[src/rtl/bootwin_pkg.sv]
package bootwin_pkg;
  localparam int ADDR_W   = 32;
  localparam int EN_W     = 16;
  localparam int WIN_N    = 8;
  localparam int LOW_N    = 4;
  localparam int SWAP_BIT = 16;
  localparam int UPPER_EN_BASE = 12;
  localparam logic [7:0] FW_TOP_BYTE = 8'hFF;
  localparam logic [1:0] DEST_TO_PCI = 2'b10;

  typedef enum logic [1:0] {
    TGT_NONE = 2'b00,
    TGT_FWH  = 2'b01,
    TGT_PCI  = 2'b10
  } tgt_e;

  typedef enum logic [1:0] {
    SEL_EN   = 2'd0,
    SEL_DEST = 2'd1,
    SEL_SWAP = 2'd2,
    SEL_NONE = 2'd3
  } cfg_sel_e;

  function automatic int win_en_bit(input int w);
    if (w < LOW_N) return w;
    return UPPER_EN_BASE + (w - LOW_N);
  endfunction
endpackage

[src/rtl/bootwin_regs.sv]
module bootwin_regs
  import bootwin_pkg::*;
#(
  parameter logic [EN_W-1:0] EN_RST_VAL   = 16'h700F,
  parameter logic [1:0]      DEST_RST_VAL = 2'b00
) (
  input  logic            clk,
  input  logic            rst_batt_n,
  input  logic            rst_plat_n,
  input  logic            wr_i,
  input  logic [1:0]      sel_i,
  input  logic [EN_W-1:0] wdata_i,
  output logic [EN_W-1:0] en_q,
  output logic [1:0]      dest_q,
  output logic            swap_q
);
  logic rst_all_n;
  logic wr_en, wr_dest, wr_swap;

  assign rst_all_n = rst_batt_n & rst_plat_n;
  assign wr_en     = wr_i && (sel_i == SEL_EN);
  assign wr_dest   = wr_i && (sel_i == SEL_DEST);
  assign wr_swap   = wr_i && (sel_i == SEL_SWAP) && rst_plat_n;

  always_ff @(posedge clk or negedge rst_all_n) begin
    if (!rst_all_n) begin
      en_q   <= EN_RST_VAL;
      dest_q <= DEST_RST_VAL;
    end else begin
      if (wr_en)   en_q   <= wdata_i;
      if (wr_dest) dest_q <= wdata_i[1:0];
    end
  end

  // Battery domain only: survives a platform reset.
  always_ff @(posedge clk or negedge rst_batt_n) begin
    if (!rst_batt_n) swap_q <= 1'b0;
    else if (wr_swap) swap_q <= wdata_i[0];
  end
endmodule

[src/rtl/bootwin_match.sv]
module bootwin_match
  import bootwin_pkg::*;
(
  input  logic [ADDR_W-1:0] addr_i,
  output logic [WIN_N-1:0]  hit_o
);
  logic top_ok;
  assign top_ok = (addr_i[31:24] == FW_TOP_BYTE);

  for (genvar w = 0; w < WIN_N; w++) begin : g_win
    if (w < LOW_N) begin : g_low
      // 1 MB windows, bit 22 ignored (alias pair)
      localparam logic [1:0] IDX = 2'(w);
      assign hit_o[w] = top_ok && !addr_i[23] && (addr_i[21:20] == IDX);
    end else begin : g_up
      // 512 KB windows, bit 22 ignored (alias pair)
      localparam logic [1:0] IDX = 2'(w - LOW_N);
      assign hit_o[w] = top_ok && addr_i[23] && addr_i[21] &&
                        (addr_i[20:19] == IDX);
    end
  end
endmodule

[src/rtl/bootwin_route.sv]
module bootwin_route
  import bootwin_pkg::*;
(
  input  logic [ADDR_W-1:0] addr_i,
  input  logic [WIN_N-1:0]  hit_i,
  input  logic [EN_W-1:0]   en_i,
  input  logic [1:0]        dest_i,
  input  logic              swap_i,
  output tgt_e              tgt_o,
  output logic [ADDR_W-1:0] addr_o
);
  logic [WIN_N-1:0] win_on;
  logic any_hit, gated_hit, to_pci;

  for (genvar w = 0; w < WIN_N; w++) begin : g_mask
    if (w == WIN_N - 1) begin : g_always
      assign win_on[w] = 1'b1;
    end else begin : g_enabled
      assign win_on[w] = en_i[win_en_bit(w)];
    end
  end

  assign any_hit   = |hit_i;
  assign gated_hit = |(hit_i & win_on);
  assign to_pci    = (dest_i == DEST_TO_PCI);

  always_comb begin
    if (to_pci)         tgt_o = any_hit ? TGT_PCI : TGT_NONE;
    else if (gated_hit) tgt_o = TGT_FWH;
    else                tgt_o = TGT_NONE;
  end

  always_comb begin
    addr_o = addr_i;
    if (swap_i && (tgt_o == TGT_FWH)) addr_o[SWAP_BIT] = ~addr_i[SWAP_BIT];
  end
endmodule

[src/rtl/bootwin_decoder.sv]
module bootwin_decoder
  import bootwin_pkg::*;
#(
  parameter logic [15:0] EN_RST_VAL   = 16'h700F,
  parameter logic [1:0]  DEST_RST_VAL = 2'b00
) (
  input  logic        clk,
  input  logic        rst_batt_n,
  input  logic        rst_plat_n,
  input  logic        cfg_wr_i,
  input  logic [1:0]  cfg_sel_i,
  input  logic [15:0] cfg_wdata_i,
  output logic [15:0] cfg_en_o,
  output logic [1:0]  cfg_dest_o,
  output logic        cfg_swap_o,
  input  logic [31:0] addr_i,
  output logic [1:0]  tgt_o,
  output logic [31:0] addr_o
);
  logic [WIN_N-1:0] hit;
  tgt_e             tgt;

  bootwin_regs #(.EN_RST_VAL(EN_RST_VAL), .DEST_RST_VAL(DEST_RST_VAL)) regs_i (
    .clk(clk), .rst_batt_n(rst_batt_n), .rst_plat_n(rst_plat_n),
    .wr_i(cfg_wr_i), .sel_i(cfg_sel_i), .wdata_i(cfg_wdata_i),
    .en_q(cfg_en_o), .dest_q(cfg_dest_o), .swap_q(cfg_swap_o)
  );

  bootwin_match match_i (.addr_i(addr_i), .hit_o(hit));

  bootwin_route route_i (
    .addr_i(addr_i), .hit_i(hit), .en_i(cfg_en_o), .dest_i(cfg_dest_o),
    .swap_i(cfg_swap_o), .tgt_o(tgt), .addr_o(addr_o)
  );

  assign tgt_o = tgt;
endmodule

[config.mk]
export PLATFORM = sky130hd
export DESIGN_NAME = bootwin_decoder
export DESIGN_NICKNAME = d
export VERILOG_FILES = /design/src/rtl/bootwin_pkg.sv /design/src/rtl/bootwin_regs.sv /design/src/rtl/bootwin_match.sv /design/src/rtl/bootwin_route.sv /design/src/rtl/bootwin_decoder.sv
export SDC_FILE = /design/constraint.sdc
export NUM_CORES = 1
export LEC_CHECK = 0
export BUFFER_PORTS_ARGS = -buffer_cell sky130_fd_sc_hd__buf_2
export CAP_MARGIN = 20
export CORE_MARGIN = 1.5
export CORE_UTILIZATION = 40
export DETAILED_ROUTE_END_ITERATION = 10
export HOLD_SLACK_MARGIN = 0.15
export PLACE_DENSITY = 0.86
export SYNTH_ARGS = -nofsm -noshare
export SYNTH_HDL_FRONTEND = slang
export SYNTH_HIERARCHICAL = 1
export SYNTH_SLANG_ARGS = --single-unit
[constraint.sdc]
create_clock -name clk -period 6.4 [get_ports clk]
set_input_delay 1.6 -clock clk [delete_from_list [all_inputs] [get_ports clk]]
set_output_delay 1.6 -clock clk [all_outputs]
set_load 0.05 [all_outputs]
==> impl_results.md, run 1 <==
- Placer Congestion: 0.7312
- Most common cell after layout, fill and taps aside: buf_2
- Global-route wire length before repair: 3864 um
- Synthesized net count: about 160
- Pre-CTS WS: 1.597 ns
- Power Density: ~300 mW/mm2
- Crit path buf inv count: 2
- Fraction of layout instances using a drive strength above 1: slightly above 70%
- Port buffer count: 68
- DR pass1 iterations: 10
- CTS tree: yes
- H-tree depth: 1
- Clk sinks: 19
- Reg2Reg Setup Slack: approximately 5.6 ns
- Detail Route Antenna Nets: 0
- TritonCTS Buffers: 3
- Failing checks: design-rule violations
- Aggregate global-route resource usage: between 10% and 20%
- Max-Cap Viols: 0
- Die width: just under 60 um
- Io pins: 107
- Max IR drop VDD: roughly 0.17 mV
- Synth Area in XOR/XNOR: less than 1%
- Final hold slack: approximately 0.5 ns
- Commonest cells after routing, fill and taps aside: buf_2 (68), mux2_2 (19), dfrtp_1 (12), nor4_1 (7), dfstp_2 (7)
- Lkg Pwr: 0.6357 nW
- Antenna cell count: 0
- Syn-to-layout area delta: 13.10%
- CP Class: in -> out
- Final setup fails: 0
- Hold Path Class: reg -> reg
- Setup tns final: 0 ns
- CP endpoint kind: primary output
- Layout Skew: 0 ns
- Synth Area in Simple Gates: roughly 16%
- Critical path's slowest cell: nor4_1
- Family with the most delay on the worst path: simple AND/OR/NAND/NOR gates
- Arr. time, crit path: ~3.2 ns
- Final HPWL DP: 2124 um
- Final period utilization: 74.90%
- Min Clock Period, post-route: approximately 4.8 ns
- CTS Root Cell: clkbuf_4
- DP Cell Count: ~170
- Critical path depth: 8
- DR WL/cell: around 15 um
- Cell Count, Final, Fillers Out: ~170
- Syn Inst Count: a little over 100
- GRT overflow: 0
- Status: complete, but fails checks
- CP Launch Type: input port
- YS warnings: 6
- Initial Utilization: between 40% and 50%
- Critical Path Max Stage Delay: 0.44 ns
- Final WS setup: 1.607 ns
- Distinct cells, synth: 25
- FP Rows: 19
- Final Max Slew Viols: 0
- Ordered list of cells on the worst path: buf_2 -> nand4_2 -> nor4_1 -> a22oi_2 -> a41oi_2 -> nand2_1 -> xnor2_1 -> buf_2
- Synth Area in Adders: 0%
- Worst Setup EP: addr_o[16]
- Final Hold Fails: 0
- Worst flop-to-flop path startpoint: regs_i/swap_q$_DFFE_PN0P_
- Synth Cell Area: between 0.001 and 0.0015 mm2
- Crit-path max FO: 8
- DRT iter0 DRCs: 45
- Mux share of post-synthesis cell area: 17.78%
- CP dominant cell by count: buf_2
- Clock transition at path regs: 0.10 ns
- RSZ-0062 raised after global routing: false
- Post-CTS Setup Bufs: 0
- CTS max path bufs: 2
- Seq/Total Area, Yosys: around 40%
- Yosys reg bits: 19
- Worst Path Required: around 4.8 ns
- DRC: 10
- Die height: around 58 um
- Worst skew pair latency: 0.29 ns
- Mean post-synth cell area: roughly 12 um2
- Post-CTS sizing: 0
- Largest family of logic cells by synthesized area: buffers and inverters
- Worst r2r dst: regs_i/swap_q$_DFFE_PN0P_
- Area of the core: 0.002805 mm2
- Routed wire length: approximately 2500 um
- Worst Setup SP: addr_i[28]
- DIE AREA: about 0.0033 mm2
- NumNets Final: approximately 200
- Hold Buf Count CTS: 0
- Vias in the first global route: a little over 900
- Tightest Pin Transition: 0.7906 ns
- Relative slew slack: around 47%
- Largest net degree at the start of global routing: 19
- Worst R2R Path Depth: 1
- Compound-Gate Fraction of Synth Area: 4.678%
- Fmax: approximately 210 MHz
- Routed vias: approximately 900
- Initial antenna violation count: 0
- Via-to-Cell Ratio: 5.185
per-stage QoR:
| stage | area [um2] | utilization (%) | power (W) |
|---|---|---|---|
| 6_report | 1361 | 48.53 | 0.0003978 |
| 5_1_grt | 1361 | 48.53 | 0.0004161 |
| 4_1_cts | 1361 | 48.53 | 0.0004046 |
| 3_5_place_dp | 1335 | 47.59 | 0.0003438 |
| 3_3_place_gp | 1335 | 47.59 | 0.0003396 |
| 2_1_floorplan | 1204 | - | 0.0003331 |
how the worst min path moves through the flow:
stage	endpoint	start	cells after the start	slack, ns
final	regs_i/en_q[6]$_DFFE_PN0P_	regs_i/en_q[6]$_DFFE_PN0P_	1	0.51
after global routing	regs_i/en_q[11]$_DFFE_PN0P_	regs_i/en_q[11]$_DFFE_PN0P_	1	0.54
after CTS	regs_i/en_q[6]$_DFFE_PN0P_	regs_i/en_q[6]$_DFFE_PN0P_	1	0.52
after detailed placement	regs_i/en_q[6]$_DFFE_PN0P_	regs_i/en_q[6]$_DFFE_PN0P_	1	0.49
after global placement	regs_i/en_q[9]$_DFFE_PN0P_	regs_i/en_q[9]$_DFFE_PN0P_	1	0.49
after floorplan	regs_i/en_q[0]$_DFFE_PN1P_	regs_i/en_q[0]$_DFFE_PN1P_	1	0.73
sequential cells by signal (all words and copies together) (netlist names):
name           cells
regs_i/en_q       16
regs_i/dest_q      2
regs_i/swap_q      1
metal layers:
| metal | wire length (um) | track usage [%] |
|---|---|---|
| met1 | 836 | 14.04 |
| met2 | 1421 | 29.55 |
| met3 | 269 | 3.348 |
| met4 | 16 | 6.312 |
| met5 | 0 | 0 |
power by group:
| part | internal [W] | switching, W | total [W] |
|---|---|---|---|
| sequential | 0.000149 | 0.0000148 | 0.000164 |
| clock | 0.0000242 | 0.0000341 | 0.0000583 |
| combinational | 0.0000473 | 0.000128 | 0.000175 |
cell type report:
type / count / area, um2
fillers: 278 / 1444
flip-flops and latches: 19 / 484.2
multi-input cells: 50 / 467.9
repair buffers: 68 / 340.3
well taps: 31 / 38.79
clock buffers: 4 / 26.28
inverters: 1 / 3.754
synth_stat cells (all sizes together):
library cell  count  area [um2]
buf              32       247.7
a21boi            1       7.510
nand4             2       33.78
nand2             3       11.26
a21oi             1       5.000
mux2             19       214.0
nor2              1       3.750
inv               1       3.750
nor4              8       56.30
dfrtp            12       300.3
nand3b            1       7.510
a41oi             1       16.27
a22oi             3       27.52
nor4b             2       17.52
nand4b            1       8.760
and2              1       6.260
xnor2             1       8.760
nor2b             1       6.260
nor3b             1       18.77
nand2b            3       18.77
dfstp             7       183.9
logic make-up after synthesis:
family                    Yosys count
buffers and inverters              33
and+or+nand+nor                    24
DFF                                19
muxes                              19
xor gates and xnor gates            1
AOI/OAI and AO/OA                   6
No activity file was read; power rests on OpenSTA's default activity.
==> run 2: changes to the inputs <==
- CORE_UTILIZATION: 40 -> 34
- PLACE_DENSITY: 0.86 -> 0.78
- clock period: 6.4 -> 4.35 ns (I/O delays scaled with it)
==> run 2 against run 1 <==
Net effect:
- the flow now finishes without violations
- sequential power is 48% higher
- sequential share of layout area decreased by 0.67 points
- clock power grew 45%
- core utilization is 7.3 points lower
- largest cell class unchanged
- total power increased by 47%
- largest power group unchanged
- first-iteration DRC count is 38% lower
- die area grew 17%
- cell area grew 1.9%
- register-to-register slack got worse by 2.1 ns
- critical endpoint unchanged
- wire length decreased by 1.8%
==> impl_results.md, run 2 (same netlist as run 1, synthesis figures left out) <==
- Most common cell after layout, fill and taps aside: buf_2
- Antenna cell count: 0 (unchanged)
- Clock transition at path regs: 0.10 ns (about the same)
- Clk sinks: 19 (unchanged)
- Post-CTS sizing: 0 (unchanged)
- Commonest cells after routing, fill and taps aside: buf_2 (68), mux2_2 (19), dfrtp_1 (12), nor4_1 (7), dfstp_2 (7)
- RSZ-0062 raised after global routing: false
- Max IR drop VDD: 0.2311 mV (+38%)
- Largest net degree at the start of global routing: 19 (unchanged)
- Relative slew slack: 47.01% (-0.28 points)
- Worst skew pair latency: 0.28 ns (about the same)
- Worst R2R Path Depth: 1 (unchanged)
- CTS max path bufs: 2 (unchanged)
- Syn-to-layout area delta: 15.28%
- Hold Path Class: reg -> reg
- Biggest register: regs_i/en_q
- GRT overflow: 0 (unchanged)
- Routed wire length: 2498 um (-1.8%)
- Worst Path Required: 3.26 ns (-1.54 ns)
- Final Max Slew Viols: 0 (unchanged)
- Layout Skew: 0 ns (unchanged)
- Max reg flops: 16 (unchanged)
- Die height: 62.50 um (+8.0%)
- Final Hold Fails: 0 (unchanged)
- DR WL/cell: 13.29 um (-9.6%)
- Post-CTS Setup Bufs: 0 (unchanged)
- Final WS setup: 0.5122 ns (-1.094 ns)
- Final setup fails: 0 (unchanged)
- CP Class: in -> out
- Hold_sp: regs_i/en_q[15]$_DFFE_PN0P_
- Setup tns final: 0 ns (unchanged)
- CTS tree: yes
- Vias in the first global route: 862 (-6.8%)
- Routed vias: 905 (+0.89%)
- Final period utilization: between 80% and 90%
- Final HPWL DP: 2080 um (-2.1%)
- DR pass1 iterations: 4 (-6)
- Worst r2r dst: regs_i/dest_q[0]$_DFFE_PN0P_
- Via-to-Cell Ratio: 4.814 (-7.2%)
- Hold Buf Count CTS: 0 (unchanged)
- Placer Congestion: 0.8161 (+12%)
- NumNets Final: 197 (unchanged)
- Fmax: between 200 and 300 MHz
- Pre-CTS WS: 0.5235 ns (-1.074 ns)
- CP Launch Type: input port
- Min Clock Period, post-route: around 3.8 ns
- Final hold slack: 0.5166 ns (+0.006663 ns)
- Initial Utilization: 35.79% (-7.1 points)
- Reg area: 484.2 um2 (unchanged)
- Largest registers: regs_i/en_q x16, regs_i/dest_q x2, regs_i/swap_q x1
- Initial antenna violation count: 0 (unchanged)
- Hold path cells: 1 (unchanged)
- Tightest Pin Transition: 0.7940 ns (+0.003336 ns)
- Lkg Pwr: 0.6425 nW (+1.1%)
- DIE AREA: 0.003906 mm2 (+17%)
- Fraction of layout instances using a drive strength above 1: 73.24% (+0.70 points)
- H-tree depth: 1 (unchanged)
- Power Density: 422.0 mW/mm2 (+44%)
- Crit-path max FO: 8 (unchanged)
- Multi-input logic area: 475.5 um2 (+1.6%)
- Arr. time, crit path: 2.75 ns (-0.44 ns)
- Port buffer count: 68 (unchanged)
- CTS Root Cell: clkbuf_4
- Reg2Reg Setup Slack: 3.56 ns (-2.06 ns)
- TritonCTS Buffers: 3 (unchanged)
- Worst flop-to-flop path startpoint: regs_i/dest_q[0]$_DFFE_PN0P_
- FP Rows: 21 (+2)
- Status: finished clean
- Max-Cap Viols: 0 (unchanged)
- Io pins: 107 (unchanged)
- Global-route wire length before repair: 3850 um (-0.36%)
- Aggregate global-route resource usage: 12.19% (-2.6 points)
- CP endpoint kind: primary output
- DRT iter0 DRCs: 28 (-38%)
- Area of the core: 0.003363 mm2 (+20%)
- Fillcell total: 349 (+26%)
- DRC: 0 (-10)
- Hold Crit Endpoint: regs_i/en_q[15]$_DFFE_PN0P_
- Detail Route Antenna Nets: 0 (unchanged)
- Die width: 62.50 um (+8.0%)
-- run 2: cell types whose count changed in the layout (fill, tap and decap cells not counted) --
cell and delta:
xnor2_2 +1, xnor2_1 -1
-- run 2: through the flow --
stage / std cells / total power, W / util, % / cell area [um2]
after floorplan: 102 / 0.0004904 / - / 1211
after global placement: 184 / 0.0005037 / 40.48 / 1361
after detailed placement: 184 / 0.0005061 / 40.48 / 1361
after CTS: 188 / 0.0005945 / 41.26 / 1388
after global routing: 188 / 0.0006111 / 41.26 / 1388
final: 188 / 0.0005855 / 41.26 / 1388
-- run 2: cell type report --
type                       instances  area share (%)
multi-input combinational         50           34.27
inverter                           1          0.2705
timing repair buffer              68           24.53
tap                               46           4.148
sequential                        19           34.90
clock buffer                       4           1.894
-- run 2: power by group --
group,internal [W],switching [W],total [W]
sequential,0.000220,0.0000231,0.000243
clock,0.0000356,0.0000492,0.0000848
combinational,0.0000699,0.000188,0.000258
-- run 2: worst max-delay path by stage --
stage	start	to	slack [ns]	depth (start not counted)
after global routing	addr_i[28]	addr_o[16]	0.38	8
after detailed placement	addr_i[28]	addr_o[16]	0.52	8
final	addr_i[28]	addr_o[16]	0.51	8
after CTS	addr_i[28]	addr_o[16]	0.51	8
after global placement	addr_i[28]	addr_o[16]	0.59	8
after floorplan	addr_i[29]	addr_o[16]	0.16	6
-- run 2: worst max-delay path, stage by stage --
cell     delay (ns)
buf_2          0.11
nand4_2        0.21
nor4_1         0.52
a22oi_1        0.15
a41oi_2        0.17
nand2_1        0.11
xnor2_2        0.12
buf_2          0.27
-- run 2: routing by layer --
metal	track usage (%)	up-vias	share of wire (%)
met5	0	-	0
li1	-	414	-
met2	21.91	58	50
met1	12.88	423	37
met3	3.243	10	11
met4	6.667	0	1.9
==> run 3: changes to the inputs <==
- PLACE_DENSITY: 0.78 -> default
- PLACE_DENSITY_LB_ADDON: default -> 0.05
- TNS_END_PERCENT: default -> 20
==> run 3 against run 2 <==
Net effect:
- clock skew unchanged
- sequential share of layout area unchanged
- core utilization unchanged
- largest power group unchanged
- sequential cell count unchanged
- clock power up 2.5%
==> impl_results.md, run 3 (same netlist as run 1, synthesis figures left out) <==
- Status: finished clean
- CTS max path bufs: 2 (unchanged)
- Max IR drop VDD: 0.2013 mV (-13%)
- Int Pwr: 0.0003252 W (about the same)
- TritonCTS Buffers: 3 (unchanged)
- CP Launch Type: input port
- Arr. time, crit path: 2.73 ns (-0.02 ns)
- DIE AREA: 0.003906 mm2 (unchanged)
- DR WL/cell: 12.47 um (-6.1%)
- Final setup fails: 0 (unchanged)
- Area of the core: 0.003363 mm2 (unchanged)
- Max-Cap Viols: 0 (unchanged)
- Relative slew slack: 46.69% (-0.32 points)
- Port buffer count: 68 (unchanged)
- Worst Path Required: 3.26 ns (about the same)
- Clk sinks: 19 (unchanged)
- Fraction of layout instances using a drive strength above 1: 73.24% (unchanged)
- Largest net degree at the start of global routing: 19 (unchanged)
- Finished Cell Area: 0.001388 mm2 (unchanged)
- DRC: 0 (unchanged)
- Max reg flops: 16 (unchanged)
- CP Class: in -> out
- Final Max Slew Viols: 0 (unchanged)
- Layout Skew: 0 ns (unchanged)
- Die width: 62.50 um (unchanged)
- Sw Share: 44.46% (about the same)
- FP Rows: 21 (unchanged)
- Routed vias: 906 (+0.11%)
- Fmax: 262.0 MHz (+0.56%)
- Die height: 62.50 um (unchanged)
- Initial Utilization: 35.79% (unchanged)
- Most common cell after layout, fill and taps aside: buf_2
- Flop pwr share: 41.4% (about the same)
- Commonest cells after routing, fill and taps aside: buf_2 (68), mux2_2 (19), dfrtp_1 (12), nor4_1 (7), dfstp_2 (7)
- Clock transition at path regs: 0.10 ns (about the same)
- Final HPWL DP: 1932 um (-7.1%)
- Crit path buf inv count: 2 (unchanged)
- DRT iter0 DRCs: 45 (+61%)
- Clock share of power: 14.8% (+0.3 points)
- Worst Setup SP: addr_i[29]
- Post-CTS sizing: 0 (unchanged)
- Crit-path max FO: 8 (unchanged)
- Global-route wire length before repair: 4043 um (+5.0%)
- Vias in the first global route: 897 (+4.1%)
- Fillcell total: 365 (+4.6%)
- Cell Count, Final, Fillers Out: 188 (unchanged)
- Via-to-Cell Ratio: 4.819 (+0.11%)
- Lkg Pwr: 0.6425 nW (unchanged)
- Worst skew pair latency: 0.29 ns (about the same)
- Final period utilization: 87.74% (-0.49 points)
- Initial antenna violation count: 0 (unchanged)
- CTS tree: yes
- Ordered list of cells on the worst path: buf_2 -> nand4_2 -> nor4_1 -> a22oi_1 -> a41oi_2 -> nand2_1 -> xnor2_2 -> buf_2
- Largest registers: regs_i/en_q x16, regs_i/dest_q x2, regs_i/swap_q x1
- Biggest register: regs_i/en_q
- Hold Path Class: reg -> reg
- Antenna cell count: 0 (unchanged)
- GRT overflow: 0 (unchanged)
- P_sw: 0.0002603 W (about the same)
- Final Hold Fails: 0 (unchanged)
- Aggregate global-route resource usage: 12.81% (+0.61 points)
- Power Density: 421.9 mW/mm2 (about the same)
- Design Power: 0.0005855 W (about the same)
- DP Cell Count: 184 (unchanged)
- Worst r2r dst: regs_i/swap_q$_DFFE_PN0P_
- Detail Route Antenna Nets: 0 (unchanged)
- Post-CTS Setup Bufs: 0 (unchanged)
- DR pass1 iterations: 4 (unchanged)
- Reg2Reg Setup Slack: 3.56 ns (about the same)
- Routed wire length: 2345 um (-6.1%)
- Tightest Pin Transition: 0.7988 ns (+0.004859 ns)
- Placer Congestion: 0.8136 (-0.31%)
- Worst Setup EP: addr_o[16]
- NumNets Final: 197 (unchanged)
- Family with the most delay on the worst path: simple AND/OR/NAND/NOR gates
- Io pins: 107 (unchanged)
- Final hold slack: 0.5120 ns (-0.004613 ns)
- H-tree depth: 1 (unchanged)
- Worst R2R Path Depth: 1 (unchanged)
- CP endpoint kind: primary output
- Worst flop-to-flop path startpoint: regs_i/swap_q$_DFFE_PN0P_
- Min Clock Period, post-route: 3.817 ns (-0.02122 ns)
- Critical path's slowest cell: nor4_1
- Critical path depth: 8 (unchanged)
- Hold Buf Count CTS: 0 (unchanged)
- Post-DP Area: 0.001361 mm2 (unchanged)
- Critical Path Max Stage Delay: 0.48 ns (-0.04 ns)
- Setup tns final: 0 ns (unchanged)
- CP dominant cell by count: buf_2
- Syn-to-layout area delta: 15.28% (unchanged)
- RSZ-0062 raised after global routing: false
- Combinational power share: 43.8% (-0.2 points)
- CTS Root Cell: clkbuf_4
[run 3: cell counts in the layout (fill, tap and decap cells not counted)]
No cell type changed its count.
[run 3: area by class of cell]
| class | instances | area, um2 | area share [%] |
|---|---|---|---|
| tap | 46 | 57.56 | 4.148 |
| inverter | 1 | 3.754 | 0.2705 |
| sequential | 19 | 484.2 | 34.90 |
| multi-input combinational | 50 | 475.5 | 34.27 |
| clock buffer | 4 | 26.28 | 1.894 |
| timing repair buffer | 68 | 340.3 | 24.53 |
[run 3: how the worst min path moves through the flow]
stage	start	endpoint	slack, ns	cells after the start
finish	regs_i/en_q[7]$_DFFE_PN0P_	regs_i/en_q[7]$_DFFE_PN0P_	0.51	1
global route	rst_batt_n	regs_i/swap_q$_DFFE_PN0P_	0.53	1
CTS	regs_i/en_q[7]$_DFFE_PN0P_	regs_i/en_q[7]$_DFFE_PN0P_	0.52	1
detailed placement	regs_i/en_q[7]$_DFFE_PN0P_	regs_i/en_q[7]$_DFFE_PN0P_	0.49	1
global placement	regs_i/en_q[15]$_DFFE_PN0P_	regs_i/en_q[15]$_DFFE_PN0P_	0.48	1
floorplan	regs_i/en_q[0]$_DFFE_PN1P_	regs_i/en_q[0]$_DFFE_PN1P_	0.73	1
[run 3: per-layer routing]
metal  up-vias  track usage [%]  routed length [um]
met4         0            5.278                  15
met5         -                0                   0
met1       423            14.48                 899
met2        61            21.37                1154
met3         2            5.225                 276
li1        420                -                   -
[run 3: through the flow]
step	worst slack [ns]	util, %
2_1_floorplan	0.1553	-
3_3_place_gp	0.5828	40.48
3_5_place_dp	0.5537	40.48
4_1_cts	0.5422	41.26
5_1_grt	0.3854	41.26
6_report	0.5334	41.26
[run 3: power by group through the flow]
stage / logic (W) / clock network [W] / registers (W)
4_1_cts: 0.000259 / 0.0000933 / 0.000244
2_1_floorplan: 0.000125 / 0 / 0.000366
5_1_grt: 0.000269 / 0.0000994 / 0.000249
3_3_place_gp: 0.000258 / 0 / 0.000246
3_5_place_dp: 0.000259 / 0 / 0.000247
6_report: 0.000256 / 0.0000869 / 0.000242
